<file path="config.mk">
export PLATFORM = sky130hd
export DESIGN_NAME = sram_cycle_ctrl
export DESIGN_NICKNAME = d
export VERILOG_FILES = /design/src/rtl/sram_ctrl_pkg.sv /design/src/rtl/sram_ctrl_fsm.sv /design/src/rtl/sram_ctrl_datapath.sv /design/src/rtl/sram_cycle_ctrl.sv
export SDC_FILE = /design/constraint.sdc
export NUM_CORES = 1
export LEC_CHECK = 0
export ABC_CLOCK_PERIOD_IN_PS = 2500
export BUFFER_PORTS_ARGS = -buffer_cell sky130_fd_sc_hd__buf_2
export CORE_AREA = 2 2 66 68
export DETAILED_ROUTE_END_ITERATION = 8
export DIE_AREA = 0 0 68 70
export PLACE_DENSITY = 0.75
export SYNTH_ARGS = -nofsm -noshare
export SYNTH_HDL_FRONTEND = slang
export SYNTH_SLANG_ARGS = --single-unit
</file>
<file path="constraint.sdc">
create_clock -name clk -period 2.5 [get_ports clk]
set_clock_uncertainty 0.1 [all_clocks]
set_input_delay 0.125 -clock clk [delete_from_list [all_inputs] [get_ports clk]]
set_output_delay 0.125 -clock clk [all_outputs]
set_load 0.02 [all_outputs]
</file>
<file path="src/rtl/sram_ctrl_pkg.sv">
package sram_ctrl_pkg;

  // Strobes handed from the sequencer to the datapath; all are registered.
  typedef struct packed {
    logic ceN;
    logic weN;
    logic oeN;
    logic dqDrive;
    logic capture;
    logic finish;
  } strobe_t;

  localparam strobe_t STROBE_IDLE = '{ceN: 1'b1, weN: 1'b1, oeN: 1'b1,
                                      dqDrive: 1'b0, capture: 1'b0, finish: 1'b0};

  typedef enum logic [2:0] {
    S_IDLE,
    S_READ,
    S_WSETUP,
    S_WSTROBE,
    S_WHOLD,
    S_RECOVER
  } ctrl_state_e;

  function automatic int nsToCycles(input int ns, input int clkNs);
    return (ns + clkNs - 1) / clkNs;
  endfunction

  function automatic int maxOf(input int a, input int b);
    return (a > b) ? a : b;
  endfunction

endpackage

</file>
<file path="src/rtl/sram_ctrl_fsm.sv">
module sram_ctrl_fsm
  import sram_ctrl_pkg::*;
#(
  parameter int RD_CYC    = 4,
  parameter int STB_CYC   = 3,
  parameter int SETUP_CYC = 1,
  parameter int REC_CYC   = 1
) (
  input  logic    clk,
  input  logic    rstN,
  input  logic    reqValid,
  input  logic    reqWrite,
  output logic    reqReady,
  output logic    accept,
  output strobe_t strb
);

  localparam int MAX_CYC = maxOf(maxOf(RD_CYC, STB_CYC), maxOf(SETUP_CYC, REC_CYC));
  localparam int CNT_W   = $clog2(MAX_CYC + 1);

  ctrl_state_e state, stateNext;
  logic [CNT_W-1:0] cnt, cntNext;

  assign reqReady = (state == S_IDLE);
  assign accept   = reqReady && reqValid;

  // Step to the next phase once the current one has run its count.
  always_comb begin
    stateNext = state;
    cntNext   = cnt + 1'b1;
    unique case (state)
      S_IDLE: begin
        cntNext = '0;
        if (reqValid) stateNext = reqWrite ? S_WSETUP : S_READ;
      end
      S_READ:
        if (cnt == CNT_W'(RD_CYC - 1)) begin
          stateNext = S_RECOVER;
          cntNext   = '0;
        end
      S_WSETUP:
        if (cnt == CNT_W'(SETUP_CYC - 1)) begin
          stateNext = S_WSTROBE;
          cntNext   = '0;
        end
      S_WSTROBE:
        if (cnt == CNT_W'(STB_CYC - 1)) begin
          stateNext = S_WHOLD;
          cntNext   = '0;
        end
      S_WHOLD: begin
        stateNext = S_RECOVER;
        cntNext   = '0;
      end
      S_RECOVER:
        if (cnt == CNT_W'(REC_CYC - 1)) begin
          stateNext = S_IDLE;
          cntNext   = '0;
        end
      default: begin
        stateNext = S_IDLE;
        cntNext   = '0;
      end
    endcase
  end

  function automatic strobe_t decode(input ctrl_state_e st, input logic [CNT_W-1:0] c);
    strobe_t s;
    s = STROBE_IDLE;
    case (st)
      S_READ: begin
        s.ceN     = 1'b0;
        s.oeN     = 1'b0;
        s.capture = (c == CNT_W'(RD_CYC - 1));
        s.finish  = (c == CNT_W'(RD_CYC - 1));
      end
      S_WSTROBE: begin
        s.ceN     = 1'b0;
        s.weN     = 1'b0;
        s.dqDrive = 1'b1;
      end
      S_WHOLD: begin
        s.dqDrive = 1'b1;
        s.finish  = 1'b1;
      end
      default: s = STROBE_IDLE;
    endcase
    return s;
  endfunction

  always_ff @(posedge clk) begin
    if (!rstN) begin
      state <= S_IDLE;
      cnt   <= '0;
      strb  <= STROBE_IDLE;
    end else begin
      state <= stateNext;
      cnt   <= cntNext;
      strb  <= decode(stateNext, cntNext);
    end
  end

  AST_IDLE_STROBES_OFF: assert property (@(posedge clk) disable iff (!rstN)
    reqReady |-> (strb.ceN && strb.weN && strb.oeN && !strb.dqDrive));

  AST_CAPTURE_WHILE_READING: assert property (@(posedge clk) disable iff (!rstN)
    strb.capture |-> (!strb.ceN && !strb.oeN && strb.weN));

  AST_FINISH_SINGLE: assert property (@(posedge clk) disable iff (!rstN)
    strb.finish |=> !strb.finish);

endmodule

</file>
<file path="src/rtl/sram_ctrl_datapath.sv">
module sram_ctrl_datapath
  import sram_ctrl_pkg::*;
#(
  parameter int ADDR_W  = 15,
  parameter int DATA_W  = 8,
  parameter int STB_CYC = 3,
  parameter int REC_CYC = 1
) (
  input  logic              clk,
  input  logic              rstN,
  input  logic              accept,
  input  strobe_t           strb,
  input  logic [ADDR_W-1:0] reqAddr,
  input  logic [DATA_W-1:0] reqWdata,
  output logic              rspDone,
  output logic [DATA_W-1:0] rspRdata,
  output logic              sramCeN,
  output logic              sramWeN,
  output logic              sramOeN,
  output logic [ADDR_W-1:0] sramAddr,
  output logic [DATA_W-1:0] sramDqOut,
  output logic              sramDqOe,
  input  logic [DATA_W-1:0] sramDqIn
);

  logic [ADDR_W-1:0] addrQ;
  logic [DATA_W-1:0] wdataQ;

  // Address and write byte are held from acceptance until the next request.
  always_ff @(posedge clk) begin
    if (!rstN) begin
      addrQ  <= '0;
      wdataQ <= '0;
    end else if (accept) begin
      addrQ  <= reqAddr;
      wdataQ <= reqWdata;
    end
  end

  always_ff @(posedge clk) begin
    if (!rstN) begin
      rspDone  <= 1'b0;
      rspRdata <= '0;
    end else begin
      rspDone <= strb.finish;
      if (strb.capture) rspRdata <= sramDqIn;
    end
  end

  assign sramCeN   = strb.ceN;
  assign sramWeN   = strb.weN;
  assign sramOeN   = strb.oeN;
  assign sramAddr  = addrQ;
  assign sramDqOut = wdataQ;
  assign sramDqOe  = strb.dqDrive;

  // Window counters watched by the timing assertions.
  localparam int GAP_MIN = REC_CYC + 1;
  localparam int WLC_W   = $clog2(STB_CYC + 1);
  localparam int GAP_W   = $clog2(GAP_MIN + 1);

  logic [WLC_W-1:0] weLowCnt;
  logic [GAP_W-1:0] ceHighCnt;

  always_ff @(posedge clk) begin
    if (!rstN) begin
      weLowCnt  <= '0;
      ceHighCnt <= GAP_W'(GAP_MIN);
    end else begin
      if (sramWeN) weLowCnt <= '0;
      else if (weLowCnt != WLC_W'(STB_CYC)) weLowCnt <= weLowCnt + 1'b1;
      if (!sramCeN) ceHighCnt <= '0;
      else if (ceHighCnt != GAP_W'(GAP_MIN)) ceHighCnt <= ceHighCnt + 1'b1;
    end
  end

  AST_WRITE_PULSE_LONG: assert property (@(posedge clk) disable iff (!rstN)
    $rose(sramWeN) |-> (weLowCnt >= WLC_W'(STB_CYC)));

  AST_OE_OFF_IN_WRITE: assert property (@(posedge clk) disable iff (!rstN)
    !sramWeN |-> sramOeN);

  AST_ADDR_HELD: assert property (@(posedge clk) disable iff (!rstN)
    (!sramCeN && $past(!sramCeN)) |-> $stable(sramAddr));

  AST_NO_BUS_FIGHT: assert property (@(posedge clk) disable iff (!rstN)
    sramDqOe |-> sramOeN);

  AST_RECOVERY_GAP: assert property (@(posedge clk) disable iff (!rstN)
    $fell(sramCeN) |-> (ceHighCnt >= GAP_W'(GAP_MIN)));

  AST_DONE_PULSE: assert property (@(posedge clk) disable iff (!rstN)
    rspDone |=> !rspDone);

endmodule

</file>
<file path="src/rtl/sram_cycle_ctrl.sv">
module sram_cycle_ctrl
  import sram_ctrl_pkg::*;
#(
  parameter int ADDR_W         = 15,
  parameter int DATA_W         = 8,
  parameter int CLK_NS         = 20,
  parameter int T_RC_NS        = 70,
  parameter int T_WP_NS        = 55,
  parameter int T_DS_NS        = 30,
  parameter int T_WR_NS        = 5,
  parameter int ADDR_SETUP_CYC = 1
) (
  input  logic              clk,
  input  logic              rstN,
  input  logic              reqValid,
  output logic              reqReady,
  input  logic              reqWrite,
  input  logic [ADDR_W-1:0] reqAddr,
  input  logic [DATA_W-1:0] reqWdata,
  output logic              rspDone,
  output logic [DATA_W-1:0] rspRdata,
  output logic              sramCeN,
  output logic              sramWeN,
  output logic              sramOeN,
  output logic [ADDR_W-1:0] sramAddr,
  output logic [DATA_W-1:0] sramDqOut,
  output logic              sramDqOe,
  input  logic [DATA_W-1:0] sramDqIn
);

  localparam int RD_CYC  = maxOf(1, nsToCycles(T_RC_NS, CLK_NS));
  localparam int STB_CYC = maxOf(1, maxOf(nsToCycles(T_WP_NS, CLK_NS),
                                          nsToCycles(T_DS_NS, CLK_NS)));
  localparam int REC_CYC = maxOf(1, nsToCycles(T_WR_NS, CLK_NS));
  localparam int SET_CYC = maxOf(1, ADDR_SETUP_CYC);

  strobe_t strb;
  logic    accept;

  sram_ctrl_fsm #(
    .RD_CYC   (RD_CYC),
    .STB_CYC  (STB_CYC),
    .SETUP_CYC(SET_CYC),
    .REC_CYC  (REC_CYC)
  ) u_fsm (
    .clk     (clk),
    .rstN    (rstN),
    .reqValid(reqValid),
    .reqWrite(reqWrite),
    .reqReady(reqReady),
    .accept  (accept),
    .strb    (strb)
  );

  sram_ctrl_datapath #(
    .ADDR_W (ADDR_W),
    .DATA_W (DATA_W),
    .STB_CYC(STB_CYC),
    .REC_CYC(REC_CYC)
  ) u_dp (
    .clk      (clk),
    .rstN     (rstN),
    .accept   (accept),
    .strb     (strb),
    .reqAddr  (reqAddr),
    .reqWdata (reqWdata),
    .rspDone  (rspDone),
    .rspRdata (rspRdata),
    .sramCeN  (sramCeN),
    .sramWeN  (sramWeN),
    .sramOeN  (sramOeN),
    .sramAddr (sramAddr),
    .sramDqOut(sramDqOut),
    .sramDqOe (sramDqOe),
    .sramDqIn (sramDqIn)
  );

  AST_IDLE_BUS_QUIET: assert property (@(posedge clk) disable iff (!rstN)
    reqReady |-> (!sramDqOe && sramCeN));

endmodule

</file>
Word-level counts from Yosys, hierarchy flattened

Cells that the tools add are included.

Add/subtract/negate cells: 1
Equality and inequality tests: 11
Muxes and demuxes: 16
Reduce and logical (&&, ||, !) cells: 7

Operators with widths:

| kind                | count |
|---|---|
| $mux 3              | 8 |
| $eq 3x2->1 const B  | 6 |
| $pmux 3 s6          | 1 |
| $eq 3x3->1 const B  | 3 |
| $pmux 3 s3          | 1 |
| $eq 3x1->1 const B  | 2 |
| $logic_not 3->1     | 2 |
| $reduce_or 2->1     | 3 |
| $mux 1              | 4 |
| $add 3x1->3 const B | 1 |
| $mux 2              | 1 |
| $pmux 1 s2          | 1 |
| $reduce_and 2->1    | 1 |
| $logic_and 1x1->1   | 1 |

Bits in registers: 44
Input port bits: 35
Output and inout bits: 37
Logic and storage cells: 47

Depth between registers and ports, before layout

Gate-level depths: netlist of the first run.

Word-level depth: 6
Depth in mapped cells: 7
Gate-level depth less buffers: 7

By module

From an unflattened synthesis of the first run, not the netlist that was laid out.

Cells, all modules: 181
Area, all modules: 1949.4 um^2

By module, submodules not included:

| module             | times used | cells each | area an instance (um^2) | sequential area each (um^2) |
|---|---|---|---|---|
| sram_ctrl_datapath | 1          | 106        | 1251.2                  | 640.6 |
| sram_ctrl_fsm      | 1          | 75         | 698.2                   | 240.2 |

Worst setup path before layout of the first run

No wires, ideal clock.

Kind: register -> register
Start: register u_fsm.state[1]
End: register u_dp.addrQ[10] (netlist: u_dp.sramAddr[10])
Setup time: 76 ps
Arrival time: 1753 ps
Required time: 2324 ps
Slack: 571 ps
Cell stages (with the launch flop): 8
Path buffers: 3
Clock period less this slack: 1929 ps
Path through: dfxtp_1 clkbuf_8 nor3_1 and2_1 clkbuf_1 buf_2 nand2_1 a21boi_0

Longest elaborated chain between the ends: 2

RTL lines:

| element                | line                     | text |
|---|---|---|
| from (decl)            | sram_ctrl_fsm.sv:21      | `ctrl_state_e state, stateNext;` |
| from (signal assigned) | sram_ctrl_fsm.sv:97      | `state <= stateNext;` |
| $logic_not 3->1        | sram_ctrl_fsm.sv:24      | `assign reqReady = (state == S_IDLE);` |
| named net reqReady     | sram_cycle_ctrl.sv:16    | `output logic reqReady,` |
| $logic_and 1x1->1      | sram_ctrl_fsm.sv:25      | `assign accept = reqReady && reqValid;` |
| to (signal assigned)   | sram_ctrl_datapath.sv:35 | `addrQ <= reqAddr;` |
| to (decl)              | sram_ctrl_datapath.sv:26 | `logic [ADDR_W-1:0] addrQ;` |

The timed path passes the listed nets, and every way through them passes these cells.
A chain may end at the register's enable or synchronous reset.

Final worst setup path of the first run

Start: register u_fsm.cnt[0]
End: register u_fsm.strb[0] (netlist name)

Longest elaborated chain between the ends: 5
Elaborated cells between the ends (all ways): 17
Those cells by class: add/sub (1); eq/ne (5); mux (10); reduce/logical (1)

RTL lines:

| element                                  | line                | text |
|---|---|---|
| from (decl)                              | sram_ctrl_fsm.sv:22 | `logic [CNT_W-1:0] cnt, cntNext;` |
| from (signal assigned)                   | sram_ctrl_fsm.sv:98 | `cnt <= cntNext;` |
| $add 3x1->3 (tied with other cells)      | sram_ctrl_fsm.sv:30 | `cntNext = cnt + 1'b1;` |
| $mux 3, on equally long branches         | --                  |  |
| $pmux 3 s3 or $pmux 3 s6 (tied branches) | sram_ctrl_fsm.sv:31 | `unique case (state)` |
| $eq 3x2->1 (tied with other cells)       | sram_ctrl_fsm.sv:75 | `s.finish = (c == CNT_W'(RD_CYC - 1));` |
| $pmux 1 s2 *                             | sram_ctrl_fsm.sv:70 | `case (st)` |

Mark *: on every way between the ends. The rest lies on a longest branch, timed or not.

==> run_results.csv, run 1 <==
group,metric,value,unit
synthesis,synth_top_cell_by_area,"dfxtp_1",
floorplan,die_w,68,microns
clocking,clk_pin_slew_worst_paths,0.08,ns
min_path,hp-start,"sramDqIn[0]",
cells_and_area,multiInputGateArea,890,sq um
global_routing,grt_pass1_wl,6800,microns
power_and_ir_drop,power_frac_seq,48.7,%
synthesis,yosysUniqueCellTypes,40,
cells_and_area,layout.nets,338,
synthesis,ys_async_sr_fraction,0,%
power_and_ir_drop,p_comb_share,17.7,%
synthesis,synth-edff-count,0,
timing,rsz0062_at_grt,"false",
cells_and_area,syn2layout_area_growth,40.0,%
setup_path,path_class,"register to register",
outcome,violations,"negative hold slack",
clocking,clock-sinks,44,
synthesis,synth_commonest_cells,"53 x nand2_1, 44 x dfxtp_1, 14 x a21boi_1",
synthesis,yosysTopAreaCellShare,47.4,%
drt,vias,1652,
floorplan,core-area,4140,sq um
timing,tightest_slew,0.535,ns
timing,hold_ws,-0.00388,ns
clocking,post_cts_buffers,0,
job,max_cap_violations,0,
drt,drtIter0Drc,109,
cells_and_area,drive_gt1_share,28.4,%
global_routing,grt_pass1_vias,1583,
timing,maxSlewViolCount,0,
synthesis,synth_fp_nets,244,
setup_path,worstPathMaxFanout,3,
setup_path,endpoint_kind,"register",
clocking,post_cts_resized,0,
synthesis,yosysMostFrequentCell,"nand2_1",
synthesis,seq_area_frac_synth,47.4,%
floorplan,die_area,4760,sq um
power_and_ir_drop,cellLeakagePower,0.00115,uW
synthesis,synth-seq-cells,44,
synthesis,synth_warnings,0,
placement,place.gp.congestion,0.766,
synthesis,syn_area_per_cell,9.11,sq um
power_and_ir_drop,irDropWorstVdd,0.327,mV
timing,setup_viol,0,
placement,post-place-cells,317,
clocking,clock_latency,0.30,ns
cells_and_area,fill_cells,352,
placement,place_area,2240,sq um
timing,fmax,504,MHz
drt,drc,0,
cells_and_area,antenna_cells,0,
power_and_ir_drop,netSwitchingFraction,26.4,%
timing,totalNegativeSetupSlack,0,ns
synthesis,synthFlopType,"dfxtp_1",
floorplan,rows,24,
timing,min_period,1.99,ns
placement,dp_hpwl,2720,microns
drt,routed_via_density,4.71,
setup_path,r2r-start,"u_fsm.cnt[0]$_SDFF_PN0_",
placement,port-buffer-count,71,
floorplan,initial_core_util,44.9,%
power_and_ir_drop,intPower,1170,uW
global_routing,antenna_found_initial,0,
power_and_ir_drop,power.density,608,nW/um^2
clocking,cts_buffers,5,
cells_and_area,fin_cells,351,
clocking,cts_tree,"done",
global_routing,track_usage,18.4,%
setup_path,startpoint,"u_fsm.cnt[0]$_SDFF_PN0_",
synthesis,synth_area_leaders,"dfxtp_1 47%, nand2_1 11%, a21boi_1 5.7%",
setup_path,startpoint_type,"register",
cells_and_area,regArea,881,sq um
clocking,ctsHtreeMaxLevel,2,
global_routing,grt_overflow,0,
global_routing,grt_max_degree,24,
floorplan,die_y,70,microns
power_and_ir_drop,p_clk_share,33.7,%
synthesis,netlist_area,1860,sq um
timing,hold_viol,1,
timing,relSlewSlack,64.3,%
clocking,root_buffer,"clkbuf_8",
floorplan,boundaryPins,72,
power_and_ir_drop,p_switching,418,uW
outcome,status,"finished, violations left",
min_path,hold_class,"input pin to register",
placement,place_ws,0.544,ns
drt,ant_nets,0,
timing,min_period_over_period,79.4,%
cells_and_area,design_area,2600,sq um
setup_path,r2r_setup_slack,0.51,ns
clocking,clockBufferDepth,2,
drt,firstDrtPassIters,4,
drt,drt_wl_total,4150,microns
timing,fin_ws,0.514,ns
setup_path,worstPathRequired,2.63,ns
synthesis,syn-instance-count,204,
setup_path,cp.arrival,2.12,ns
drt,wl_per_cell,11.8,microns
==> flip-flops by register name, summed over array words and instances (netlist names) <==
| signal | cells |
|---|---|
| u_dp.sramDqOut | 8 |
| u_fsm.strb | 6 |
| u_fsm.state | 3 |
| u_dp.rspDone | 1 |
| u_fsm.cnt | 3 |
| u_dp.rspRdata | 8 |
| u_dp.sramAddr | 15 |
==> stage by stage <==
step	utilization, %	total power, uW
final	62.8	1580
after global routing	62.8	1660
after CTS	62.8	1600
after detailed placement	54.0	1030
after global placement	54.0	1030
after floorplan	-	946
==> cells in the final DEF, fill, tap and decap left out, types with 2 or more instances in the layout <==
cell / count
nor3_1: 2
nand2_1: 53
mux2i_1: 10
inv_1: 6
dlygate4sd3_1: 26
a21boi_0: 11
nand3b_1: 2
buf_4: 3
and2_1: 3
nor2b_1: 11
dfxtp_1: 44
buf_2: 71
nor2_1: 2
a21boi_1: 14
ha_1: 5
o2111a_1: 2
o21ai_0: 3
nand2b_1: 2
clkbuf_8: 5
==> cells by family after synthesis <==
family                     Yosys count  synth area share [%]
muxes                               10                  5.38
AOI/OAI and AO/OA                   39                  15.9
DFF                                 44                  47.4
buffers and inverters               19                  4.78
and+or+nand+nor                     87                  23.2
adders and majority gates            5                  3.36
==> final cells by class <==
type	count	share of cell area, %
Clock buffer	6	2.79
Sequential cell	44	33.8
Inverter	6	0.865
Multi-Input combinational cell	141	34.2
Tap cell	52	2.50
Timing Repair Buffer	100	24.5
Clock inverter	2	1.35
==> power groups by stage <==
stage               registers (uW)  clock network [uW]  logic (uW)
finish                         770                 533         280
global route                   778                 573         309
CTS                            770                 547         280
detailed placement             786                   0         249
global placement               784                   0         246
floorplan                      818                   0         128
==> worst max-delay path, cell delays in order (launching register included) <==
cell and delay [ns]:
dfxtp_1 0.33, inv_1 0.09, ha_1 0.19, or3b_1 0.36
a211o_1 0.30, or4_1 0.42, mux2i_1 0.14
==> what timing repair did <==
action / CTS / global route
hold endpoints to repair: 26 / 0
endpoints found under the setup margin: 0 / 0
hold buffers: 26 / 0
==> per-layer routing <==
layer / vias to the layer above / part of all wire [%] / GRT usage (%) / routed length [microns]
met2: 56 / 47 / 30.9 / 1970
met3: 10 / 6.3 / 4.67 / 260
li1: 870 / - / - / -
met5: - / 0 / 0 / 0
met1: 716 / 44 / 21.6 / 1830
met4: 0 / 2.1 / 8.22 / 89
==> path summary, 6_finish.rpt <==
check                                       end  cells past startpoint
setup / recovery       u_fsm.strb[0]$_SDFF_PN0_                      6
hold / removal    u_dp.rspRdata[0]$_SDFFE_PN0P_                      3
setup reg to reg       u_fsm.strb[0]$_SDFF_PN0_                      6
hold reg to reg   u_dp.sramAddr[0]$_SDFFE_PN0P_                      2
Power figures use the tool's default switching activity.
==> run 2, diff against run 1 <==
--- a/config.mk
+++ b/config.mk
@@ -5,12 +5,13 @@
 export SDC_FILE = /design/constraint.sdc
 export NUM_CORES = 1
 export LEC_CHECK = 0
-export ABC_CLOCK_PERIOD_IN_PS = 2500
+export ABC_AREA = 1
+export ABC_CLOCK_PERIOD_IN_PS = 1640
 export BUFFER_PORTS_ARGS = -buffer_cell sky130_fd_sc_hd__buf_2
-export CORE_AREA = 2 2 66 68
+export CORE_AREA = 2 2 68 70
 export DETAILED_ROUTE_END_ITERATION = 8
-export DIE_AREA = 0 0 68 70
-export PLACE_DENSITY = 0.75
+export DIE_AREA = 0 0 70 72
+export PLACE_DENSITY = 0.73
 export SYNTH_ARGS = -nofsm -noshare
 export SYNTH_HDL_FRONTEND = slang
 export SYNTH_SLANG_ARGS = --single-unit
==> constraint.sdc (replaced) <==
create_clock -name clk -period 1.64 [get_ports clk]
set_clock_uncertainty 0.1 [all_clocks]
set_input_delay 0.082 -clock clk [delete_from_list [all_inputs] [get_ports clk]]
set_output_delay 0.082 -clock clk [all_outputs]
set_load 0.02 [all_outputs]
==> run 2 against run 1 <==
Net effect: the flow now finishes without violations; area after synthesis shrank 2.4%; count of clock-buffer cells in the layout unchanged; largest power group unchanged; maximum frequency up 29%; clock power is 49% higher; via count increased by 12%; critical path type unchanged.
==> run_results.csv, run 2 <==
group,metric,value,unit
timing,min_period_over_period,94.1,%
cells_and_area,multiInputGateArea,769,sq um
clocking,clockBufferDepth,2,
drt,drt_wl_total,4600,microns
timing,rsz0062_at_grt,"false",
timing,relSlewSlack,72.0,%
drt,ant_nets,0,
timing,setup_viol,0,
timing,tightest_slew,0.419,ns
clocking,cts_tree,"done",
synthesis,synthFlopType,"dfxtp_1",
setup_path,worstPathMaxFanout,4,
drt,drc,0,
synthesis,synth-xor-area-share,0,%
floorplan,die_w,70,microns
drt,firstDrtPassIters,4,
outcome,status,"finished, final reports clean",
timing,fmax,648,MHz
setup_path,path_class,"register to register",
synthesis,muxShareOfSynthArea,0,%
global_routing,grt_pass1_wl,7710,microns
setup_path,startpoint_type,"register",
timing,hold_viol,0,
cells_and_area,layout.nets,383,
clocking,clk_pin_slew_worst_paths,0.08,ns
placement,port-buffer-count,71,
synthesis,yosysUniqueCellTypes,21,
synthesis,synth_compound_area_share,8.82,%
synthesis,synth_top_family_by_area,"simple AND/OR/NAND/NOR gates",
drt,vias,1855,
synthesis,seq_area_frac_synth,48.5,%
cells_and_area,drive_gt1_share,28.2,%
setup_path,cp.arrival,1.63,ns
synthesis,synth_fp_nets,279,
floorplan,core-area,4260,sq um
min_path,hold_class,"input pin to register",
global_routing,antenna_found_initial,0,
drt,routed_via_density,4.68,
global_routing,grt_max_degree,26,
clocking,clock_latency,0.29,ns
power_and_ir_drop,power.density,1130,nW/um^2
synthesis,ys_async_sr_fraction,0,%
drt,drtIter0Drc,95,
synthesis,synthAdderAreaFrac,3.45,%
synthesis,syn_area_per_cell,7.60,sq um
synthesis,synth_top_cell_by_area,"dfxtp_1",
synthesis,synth-seq-cells,44,
drt,wl_per_cell,11.6,microns
synthesis,yosysTopAreaCellShare,48.5,%
timing,min_period,1.54,ns
setup_path,worstPathRequired,1.73,ns
floorplan,boundaryPins,72,
floorplan,die_area,5040,sq um
global_routing,track_usage,18.5,%
floorplan,rows,24,
clocking,root_buffer,"clkbuf_8",
synthesis,synth_commonest_cells,"52 x nand2_1, 44 x dfxtp_1, 35 x nand3_1",
timing,hold_ws,0.00633,ns
cells_and_area,syn2layout_area_growth,45.1,%
timing,maxSlewViolCount,0,
cells_and_area,regArea,883,sq um
power_and_ir_drop,totalPowerFinal,2990,uW
global_routing,grt_overflow,0,
clocking,ctsHtreeMaxLevel,2,
synthesis,synth_area_leaders,"dfxtp_1 49%, nand2_1 11%, nand3_1 9.6%",
cells_and_area,antenna_cells,0,
timing,totalNegativeSetupSlack,0,ns
synthesis,synth_warnings,0,
synthesis,netlist_area,1820,sq um
timing,fin_ws,0.0967,ns
cells_and_area,final_common_cell,"buf_2",
cells_and_area,layout_common_cells,"71 x buf_2, 52 x nand2_1, 42 x dfxtp_1, 35 x nand3_1, 31 x dlygate4sd3_1",
setup_path,endpoint_kind,"register",
global_routing,grt_pass1_vias,1814,
power_and_ir_drop,irDropWorstVdd,0.467,mV
synthesis,yosysMostFrequentCell,"nand2_1",
floorplan,initial_core_util,42.6,%
synthesis,synth-edff-count,0,
clocking,clock-sinks,44,
placement,dp_hpwl,2880,microns
synthesis,syn-instance-count,239,
clocking,cts_buffers,5,
floorplan,die_y,72,microns
power_and_ir_drop,cellLeakagePower,0.00134,uW
cells_and_area,largest_reg_flops,15,
placement,post-place-cells,354,
placement,place_ws,0.100,ns
placement,place.gp.congestion,0.903,
cells_and_area,fin_cells,396,
cells_and_area,fill_cells,371,
synthesis,yosys.area_share.simple,30.1,%
job,max_cap_violations,0,
run 2: changes by cell type after synthesis, moves of 14 or more:
cell,previous run,this run
nor2_1,2,26
inv_1,6,20
nand3_1,1,35
a21boi_1,14,0
a21oi_1,1,23
run 2: cells by family (layout without fill, tap and decap cells):
kind of cell,count (synthesis),after routing
adders and majority gates,5,5
AOI/OAI and AO/OA,32,32
and+or+nand+nor,122,122
buffers and inverters,36,141
DFF,44,44
run 2: metal layers:
metal | vias up | GRT usage (%) | wire, microns
li1 | 967 | - | -
met1 | 829 | 21.2 | 2030
met2 | 57 | 35.3 | 2290
met3 | 2 | 4.44 | 260
met4 | 0 | 3.63 | 12
met5 | - | 0 | 0
run 2: final cells by class:
| cell class | count | area share (%) |
|---|---|---|
| tap | 52 | 2.47 |
| sequential | 44 | 33.5 |
| multi-input combinational | 159 | 29.2 |
| inverter | 24 | 3.42 |
| clock inverter | 2 | 1.33 |
| clock buffer | 6 | 2.76 |
| timing repair buffer | 109 | 27.3 |
run 2: report_power, final:
part	total [uW]	switching [uW]	leakage [uW]	internal (uW)
sequential	1270	80.8	0.000360	1190
combinational	922	559	0.000924	363
clock	795	343	0.0000552	452
run 2: what timing repair did:
item                       in CTS  in global routing
pin swaps                       1                  0
setup endpoints to repair       1                  3
hold buffers                   31                  0
buffers inserted                3                  0
hold endpoints to repair       31                  0
gates resized for setup         0                  2
run 2: worst paths after layout:
| kind | start | endpoint | slack (ns) | depth (start not counted) |
|---|---|---|---|---|
| max | u_fsm.cnt[0]$_SDFF_PN0_ | u_fsm.strb[0]$_SDFF_PN0_ | 0.1 | 10 |
| min | rstN | u_dp.rspDone$_SDFF_PN0_ | 0.006 | 3 |
| max reg2reg | u_fsm.cnt[0]$_SDFF_PN0_ | u_fsm.strb[0]$_SDFF_PN0_ | 0.1 | 10 |
| min reg2reg | u_fsm.strb[0]$_SDFF_PN0_ | u_dp.rspDone$_SDFF_PN0_ | 0.32 | 2 |
run 2: worst max-delay path: stages, from the launching register on:
cell and delay [ns]:
dfxtp_1 0.36, inv_1 0.09, ha_1 0.22, nand2_1 0.11
nand2_1 0.06, nand2_1 0.07, nand3_1 0.08, nor2_2 0.18
nor2_4 0.07, nand3_2 0.08, nand2_1 0.05
run 2: through the flow:
stage / utilization [%] / instance area, sq um
global placement: 51.4 / 2190
floorplan: - / 1820
finish: 61.8 / 2630
CTS: 61.7 / 2630
detailed placement: 51.4 / 2190
global route: 61.8 / 2630
